File: src/rtl/smul_pkg.sv
// Package for the signed array multiplier.
// Holds the width rules that all submodules share.
package smul_pkg;

    // Product width for an n-bit by n-bit signed multiply.
    function automatic int prod_width(input int n);
        return 2 * n;
    endfunction

    // Number of matrix rows: one per multiplier bit, plus one row of constants.
    function automatic int row_count(input int n);
        return n + 1;
    endfunction

endpackage

File: src/rtl/smul_ppgen.sv
// Partial-product generator.
// Builds the positive-weight bit matrix, one row per bit of x_i,
// plus one row that holds the constant ones.
// A bit pairing exactly one sign bit with a non-sign bit is inverted.
// The sign-times-sign bit is left as it is.
// The constant row carries a one in column N and a one in column 2N-1.
// Assumes N >= 2.
module smul_ppgen #(
    parameter int N = 5
) (
    input  logic [N-1:0]                                          a_i,
    input  logic [N-1:0]                                          x_i,
    output logic [smul_pkg::row_count(N)-1:0][smul_pkg::prod_width(N)-1:0] rows_o
);
    localparam int W = smul_pkg::prod_width(N);

    // Place each AND term at column i+j, inverting the mixed-sign terms.
    always_comb begin
        rows_o = '0;
        for (int j = 0; j < N; j++) begin
            for (int i = 0; i < N; i++) begin
                rows_o[j][i+j] = (a_i[i] & x_i[j]) ^ ((i == N-1) != (j == N-1));
            end
        end
        rows_o[N][N]   = 1'b1;
        rows_o[N][W-1] = 1'b1;
    end

endmodule

File: src/rtl/smul_csa_array.sv
// Carry-save reduction array.
// Folds the matrix rows into one sum vector and one carry vector,
// one full-adder row per extra matrix row.
// Where an input column is zero, the full adder acts as a half adder.
// A carry leaving column 2N-1 is dropped.
module smul_csa_array #(
    parameter int N = 5
) (
    input  logic [smul_pkg::row_count(N)-1:0][smul_pkg::prod_width(N)-1:0] rows_i,
    output logic [smul_pkg::prod_width(N)-1:0]                             sum_o,
    output logic [smul_pkg::prod_width(N)-1:0]                             carry_o
);
    localparam int W = smul_pkg::prod_width(N);
    localparam int R = smul_pkg::row_count(N);

    logic [W-1:0] s_st [R-1];
    logic [W-1:0] c_st [R-1];

    // The first two rows seed the redundant pair.
    assign s_st[0] = rows_i[0];
    assign c_st[0] = rows_i[1];

    for (genvar k = 1; k < R - 1; k++) begin : g_lvl
        logic [W-2:0] maj;
        // Full-adder sum per column.
        assign s_st[k] = s_st[k-1] ^ c_st[k-1] ^ rows_i[k+1];
        // Full-adder carry per column, moved one column up.
        assign maj = (s_st[k-1][W-2:0] & c_st[k-1][W-2:0])
                   | (s_st[k-1][W-2:0] & rows_i[k+1][W-2:0])
                   | (c_st[k-1][W-2:0] & rows_i[k+1][W-2:0]);
        assign c_st[k] = {maj, 1'b0};
    end

    assign sum_o   = s_st[R-2];
    assign carry_o = c_st[R-2];

endmodule

File: src/rtl/smul_cpa.sv
// Final carry-propagate adder: a ripple chain 2N bits wide.
// The carry out of the top bit is dropped.
module smul_cpa #(
    parameter int W = 10
) (
    input  logic [W-1:0] op_a,
    input  logic [W-1:0] op_b,
    output logic [W-1:0] sum_o
);
    logic [W-1:0] cy;

    assign cy[0] = 1'b0;

    for (genvar i = 0; i < W; i++) begin : g_bit
        // Sum bit of column i.
        assign sum_o[i] = op_a[i] ^ op_b[i] ^ cy[i];
        if (i < W - 1) begin : g_cy
            // Carry into column i+1.
            assign cy[i+1] = (op_a[i] & op_b[i]) | (op_a[i] & cy[i]) | (op_b[i] & cy[i]);
        end
    end

endmodule

File: src/rtl/sgn_array_mul.sv
// Top level of the signed two's complement array multiplier.
// Combinational path: matrix generation, carry-save array, ripple adder.
// The result is registered together with a valid flag.
// Assumes N >= 2 and a synchronous active-low reset.
module sgn_array_mul #(
    parameter int N = 5
) (
    input  logic                               clk,
    input  logic                               rst_n,
    input  logic                               in_vld,
    input  logic [N-1:0]                       a_in,
    input  logic [N-1:0]                       x_in,
    output logic                               out_vld,
    output logic [smul_pkg::prod_width(N)-1:0] prod_out
);
    localparam int W = smul_pkg::prod_width(N);
    localparam int R = smul_pkg::row_count(N);

    logic [R-1:0][W-1:0] rows;
    logic [W-1:0]        red_sum;
    logic [W-1:0]        red_cry;
    logic [W-1:0]        prod_nxt;

    smul_ppgen #(.N(N)) u_ppgen (
        .a_i    (a_in),
        .x_i    (x_in),
        .rows_o (rows)
    );

    smul_csa_array #(.N(N)) u_csa (
        .rows_i  (rows),
        .sum_o   (red_sum),
        .carry_o (red_cry)
    );

    smul_cpa #(.W(W)) u_cpa (
        .op_a  (red_sum),
        .op_b  (red_cry),
        .sum_o (prod_nxt)
    );

    // Capture the product on a strobe; the valid flag follows the strobe.
    always_ff @(posedge clk) begin
        if (!rst_n) begin
            out_vld  <= 1'b0;
            prod_out <= '0;
        end else begin
            out_vld <= in_vld;
            if (in_vld) begin
                prod_out <= prod_nxt;
            end
        end
    end

endmodule

File: config.mk
export PLATFORM = sky130hd
export DESIGN_NAME = sgn_array_mul
export DESIGN_NICKNAME = d
export VERILOG_FILES = /design/src/rtl/smul_pkg.sv /design/src/rtl/smul_ppgen.sv /design/src/rtl/smul_csa_array.sv /design/src/rtl/smul_cpa.sv /design/src/rtl/sgn_array_mul.sv
export SDC_FILE = /design/constraint.sdc
export NUM_CORES = 1
export LEC_CHECK = 0
export ABC_AREA = 1
export BUFFER_PORTS_ARGS = -buffer_cell sky130_fd_sc_hd__buf_2
export CORE_MARGIN = 4
export CORE_UTILIZATION = 40
export DETAILED_ROUTE_END_ITERATION = 6
export RECOVER_POWER = 100
export SLEW_MARGIN = 20
export SYNTH_ARGS = -nofsm -noshare
export SYNTH_HDL_FRONTEND = slang
export SYNTH_SLANG_ARGS = --single-unit
File: constraint.sdc
create_clock -name clk -period 10.9 [get_ports clk]
set_input_delay 1.09 -clock clk [delete_from_list [all_inputs] [get_ports clk]]
set_output_delay 1.09 -clock clk [all_outputs]
set_load 0.01 [all_outputs]
# Word level (Yosys, flattened, before mapping)

Cells that the tools add are included.
W data, S select, Z words.

Word-level logic and storage cells: 114
Bits of input ports: 13
Output and inout bits: 11
Register bits: 11

Bitwise operators: 112

Operators with widths:

| cell             | number |
|---|---|
| $or A9 B9 Y9     | 6 |
| $and A1 B1 Y1    | 47 |
| $and A9 B9 Y9    | 5 |
| $xor A10 B10 Y10 | 3 |
| $and A9 B8 Y9    | 2 |
| $or A9 B6 Y9     | 2 |
| $xor A1 B1 Y1    | 17 |
| $or A1 B1 Y1     | 14 |
| $xor A10 B7 Y10  | 1 |
| $xor A10 B8 Y10  | 1 |
| $xor A10 B9 Y10  | 1 |
| $not A1 Y1       | 8 |
| $and A5 B7 Y7    | 1 |
| $and A6 B7 Y7    | 1 |
| $and A5 B6 Y6    | 1 |
| $xor A5 B6 Y6    | 1 |
| $not A2 Y2       | 1 |

# Depth between registers and ports, before layout

Word-level depth: 37
Depth in mapped cells: 20
Depth with buffers taken out: 20

# Cells and area by module

From an unflattened synthesis, not the netlist that was laid out.

Cell total of the unflattened synthesis: 250
Area total of the unflattened synthesis: 2,018.2 µm²

By module, submodules not included:

| module         | cells each | seq. area each (µm²) | area each (µm²) | instances |
|---|---|---|---|---|
| smul_csa_array | 87         | 0.0                  | 934.6           | 1 |
| sgn_array_mul  | 66         | 220.2                | 445.4           | 1 |
| smul_ppgen     | 79         | 0.0                  | 427.9           | 1 |
| smul_cpa       | 18         | 0.0                  | 210.2           | 1 |

# Least setup slack after synthesis

OpenSTA, ideal clock, no wires.

Kind: input port to flip-flop
Start point: in x_in[0]
End point: reg prod_out[9] (netlist name)
Path buffers: 0
Stages on the path: 18
Slack: 6,526 ps
Data arrival time: 4,266 ps
Required time: 10,791 ps
Setup time: 109 ps
Cell sequence: nand2_1 inv_1 fa_1 fa_1 inv_1 fa_1 inv_1 ha_1 inv_1 ha_1 fa_1 inv_1 fa_1 fa_1 nand2_1 nand3_1 nand2_1 inv_1

Longest elaborated chain between the ends: 33
Elaborated cells between the ends (all ways): 68
Those cells by class: 68 x bitwise

Ends and longest elaborated chain:

| element                                                | line                                       | text |
|---|---|---|
| from (decl)                                            | sgn_array_mul.sv:12                        | `input logic [N-1:0] x_in,` |
| $and A1 B1 Y1                                          | smul_ppgen.sv:22                           | `rows_o[j][i+j] = (a_i[i] & x_i[j]) ^ ((i == N-1) != (j == N-1));` |
| $and A5 B6 Y6 (tied with other cells)                  | smul_csa_array.sv:28                       | `assign maj = (s_st[k-1][W-2:0] & c_st[k-1][W-2:0])` |
| $or A9 B9 Y9 / $xor A10 B7 Y10 (equally long branches) | smul_csa_array.sv:29, smul_csa_array.sv:26 |  |
| $or A9 B9 Y9 (tied with other cells)                   | smul_csa_array.sv:30                       | `\| (c_st[k-1][W-2:0] & rows_i[k+1][W-2:0]);` |
| $xor A10 B10 Y10 (tied with other cells)               | smul_csa_array.sv:26                       | `assign s_st[k] = s_st[k-1] ^ c_st[k-1] ^ rows_i[k+1];` |
| $xor A10 B8 Y10 (tied with other cells)                | smul_csa_array.sv:26                       |  |
| $xor A10 B10 Y10 (tied with other cells)               | smul_csa_array.sv:26                       |  |
| $xor A10 B9 Y10 (tied with other cells)                | smul_csa_array.sv:26                       |  |
| [... 15 more ...]                                      | --                                         |  |
| $and A1 B1 Y1                                          | smul_cpa.sv:19                             | `assign cy[i+1] = (op_a[i] & op_b[i]) \| (op_a[i] & cy[i]) \| (op_b[i] & cy[i]);` |
| $or A1 B1 Y1 (2 in series)                             | smul_cpa.sv:19                             |  |
| $and A1 B1 Y1                                          | smul_cpa.sv:19                             |  |
| $or A1 B1 Y1 (2 in series)                             | smul_cpa.sv:19                             |  |
| $and A1 B1 Y1                                          | smul_cpa.sv:19                             |  |
| $or A1 B1 Y1                                           | smul_cpa.sv:19                             |  |
| $or A1 B1 Y1 *                                         | smul_cpa.sv:19                             |  |
| $xor A1 B1 Y1 *                                        | smul_cpa.sv:16                             | `assign sum_o[i] = op_a[i] ^ op_b[i] ^ cy[i];` |
| to (signal assigned)                                   | sgn_array_mul.sv:50                        | `prod_out <= prod_nxt;` |
| to (decl)                                              | sgn_array_mul.sv:14                        | `output logic [smul_pkg::prod_width(N)-1:0] prod_out` |

Every way passes the cells marked *; elsewhere a longest branch is shown, timed or not.
A chain may end at the register's enable or synchronous reset.

# Worst setup path in the final report

Ends and elaborated chain as after synthesis.

==> flow_summary.toml <==
[timing]
skew_ns = 0
fin_setup_tns_ns = 0
tightest_slew_ns = 0.552
timing.final.max_slew_violations = 0
relSlewSlack_pct = 63.2
hold_viol_final = 0
max_freq_mhz = 228
setup_viol = 0
rsz0062_at_grt = "no"
fin_crit_ns = 4.39
period_share_pct = 40.2

[yosys]
syn_area_mm2 = 0.00102
synth_fp_nets = 166
avgSynthCellArea_um2 = 7.89
ys_ff_latch = 11
yosysWarnings = 0
synthCells = 129
seq_area_frac_synth_pct = 21.6
synth_cell_type_count = 13
yosys-top-cells-area = "fa_1 (28%), dfxtp_1 (22%), inv_1 (14%)"
synth_top_area_share_pct = 27.6
synth_largest_area_cell = "fa_1"

[setup_path]
r2r_cells = 3
critPathMaxStageDelay_ns = 0.55
worstPathArrival_ns = 4.56
worstSetupPathType = "in -> reg"
end_kind = "flip-flop"
path_cells = "clkbuf_1 > nand2_1 > inv_1 > fa_1 > fa_1 > inv_1 > fa_1 > inv_1 > ha_1 > inv_1 > ha_1 > fa_1 > inv_1 > fa_1 > fa_1 > nand2_1 > nand3_1 > nand2_1 > inv_1"
worstPathMaxFanout = 5
required_ns = 11.07
critical_path.startpoint_type = "input port"
cp_slowest_cell = "fa_1"

[clock_tree]
cts.clk_slew.worst_paths_ns = 0.07
worstSkewPairLatency_ns = 0.26
cts_hold_buf = 0
htree_levels = 1
post_cts_buffers = 0
clkSinkCount = 11
cts_root_buffer = "clkbuf_4"
clk_path_buf_depth = 2
numCtsBuffers = 3
ctsResizeCount = 0
cts_tree = "built"

[detailed_routing]
vias_per_cell = 4.39
drc = 0
drtPass1Iterations = 3
post_drt_wl_per_cell_um = 9.58
num_vias = 808
drt-total-wl_mm = 1.76
drt-initial-drc-count = 2
ant_nets = 0

[global_routing]
track_usage_pct = 11.4
grt_max_degree = 15
grt_pass1_vias = 779
antenna_found_initial = 0
grt_pass1_wl_mm = 3.06
overflow = 0

[floorplan]
ios = 24
die_y_um = 58.4
dieArea_mm2 = 0.00341
die-width_um = 58.4
initial_utilization_pct = 41.4
rows = 18
core_mm2 = 0.00245

[hold_path]
hold_depth = 2
min_path_type = "reg -> reg"

[outcome]
status = "complete, no violations"

[place]
gp_congestion = 0.818
portBuffers = 23
hpwl_mm = 1.54

[finish]
area_delta_synth_final_pct = 13.8
fin_util_pct = 47.1
n_antenna_cell = 0
n_fill_cell = 262
drive_gt1_share_pct = 9.09
nets = 192

[job]
cap_viol_max_count = 0

[power]
ir_worst_vdd_mv = 0.109
cellPowerDensity_mw_per_mm2 = 125
p_leak_nw = 0.673
state kept, by name, summed over array words and instances, names as in the netlist:
| register | count |
|---|---|
| out_vld | 1 |
| prod_out | 10 |
worst paths after layout:
kind                             from                        to  slack [ns]
min          prod_out[0]$_SDFFE_PN0P_  prod_out[0]$_SDFFE_PN0P_        0.49
max reg2reg  prod_out[9]$_SDFFE_PN0P_  prod_out[9]$_SDFFE_PN0P_       10.24
max                           x_in[0]  prod_out[9]$_SDFFE_PN0P_        6.51
min reg2reg  prod_out[0]$_SDFFE_PN0P_  prod_out[0]$_SDFFE_PN0P_        0.49
per-stage QoR:
| stage | area [um2] | cells | worst slack [ns] | power [mW] | hold slack (ns) |
|---|---|---|---|---|---|
| after detailed placement | 1150 | 180 | 6.24 | 0.121 | 0.473 |
| after global routing | 1160 | 184 | 6.27 | 0.163 | 0.516 |
| after CTS | 1170 | 184 | 6.51 | 0.149 | 0.487 |
| final | 1160 | 184 | 6.51 | 0.144 | 0.486 |
| after global placement | 1150 | 180 | 6.30 | 0.120 | 0.466 |
| after floorplan | 1020 | 129 | 6.53 | 0.101 | 0.509 |
metal layers:
layer / vias up / routed length (um) / track usage [%]
met5: - / 0 / 0
met4: 0 / 0 / 0.993
met3: 0 / 61 / 4.17
met2: 10 / 938 / 21.4
met1: 377 / 763 / 12.8
li1: 421 / - / -
placed cells by master (no fill, tap or decap), drive strengths merged:
cell type and count:
fa 14, o21a 1, nor2 12, clkbuf 17
a21oi 2, ha 10, nand3 2, dfxtp 11
buf 10, o21ai 9, inv 37, nand2 29
kinds of logic (layout without fill, tap and decap cells):
family | count (synthesis) | in the layout | share of synthesized area [%]
compound gates | 12 | 12 | 6.52
fa+ha+maj | 24 | 24 | 39.9
buf+inv | 39 | 64 | 15.9
flops | 11 | 11 | 21.6
simple gates | 43 | 43 | 16.1
report_power, final:
group          leakage, nW  switching [mW]  internal [mW]  total [mW]
sequential          0.0914         0.00276         0.0463      0.0491
clock               0.0150          0.0134         0.0142      0.0276
combinational        0.567          0.0390         0.0287      0.0677
worst max-delay path: cells and delay by family:
kind	cells	cell delay, ns
adders and majority gates	8	2.74
buffers and inverters	7	0.44
and+or+nand+nor	4	0.29
synth_stat cells:
master	number
nor2_1	12
o21ai_1	5
o21ai_0	3
ha_1	10
nand3_1	2
o21a_1	1
fa_1	14
o21ai_2	1
inv_1	37
buf_6	2
dfxtp_1	11
nand2_1	29
a21oi_1	2
area by class of cell:
| class | count | area [um2] | share of cell area, % |
|---|---|---|---|
| Timing Repair Buffer | 23 | 98.8 | 8.54 |
| Multi-Input combinational cell | 79 | 636 | 54.9 |
| Tap cell | 30 | 37.5 | 3.24 |
| Sequential cell | 11 | 220 | 19.0 |
| Clock buffer | 4 | 26.3 | 2.27 |
| Inverter | 37 | 139 | 12.0 |
Note: power is estimated with default switching activity, not from simulation.
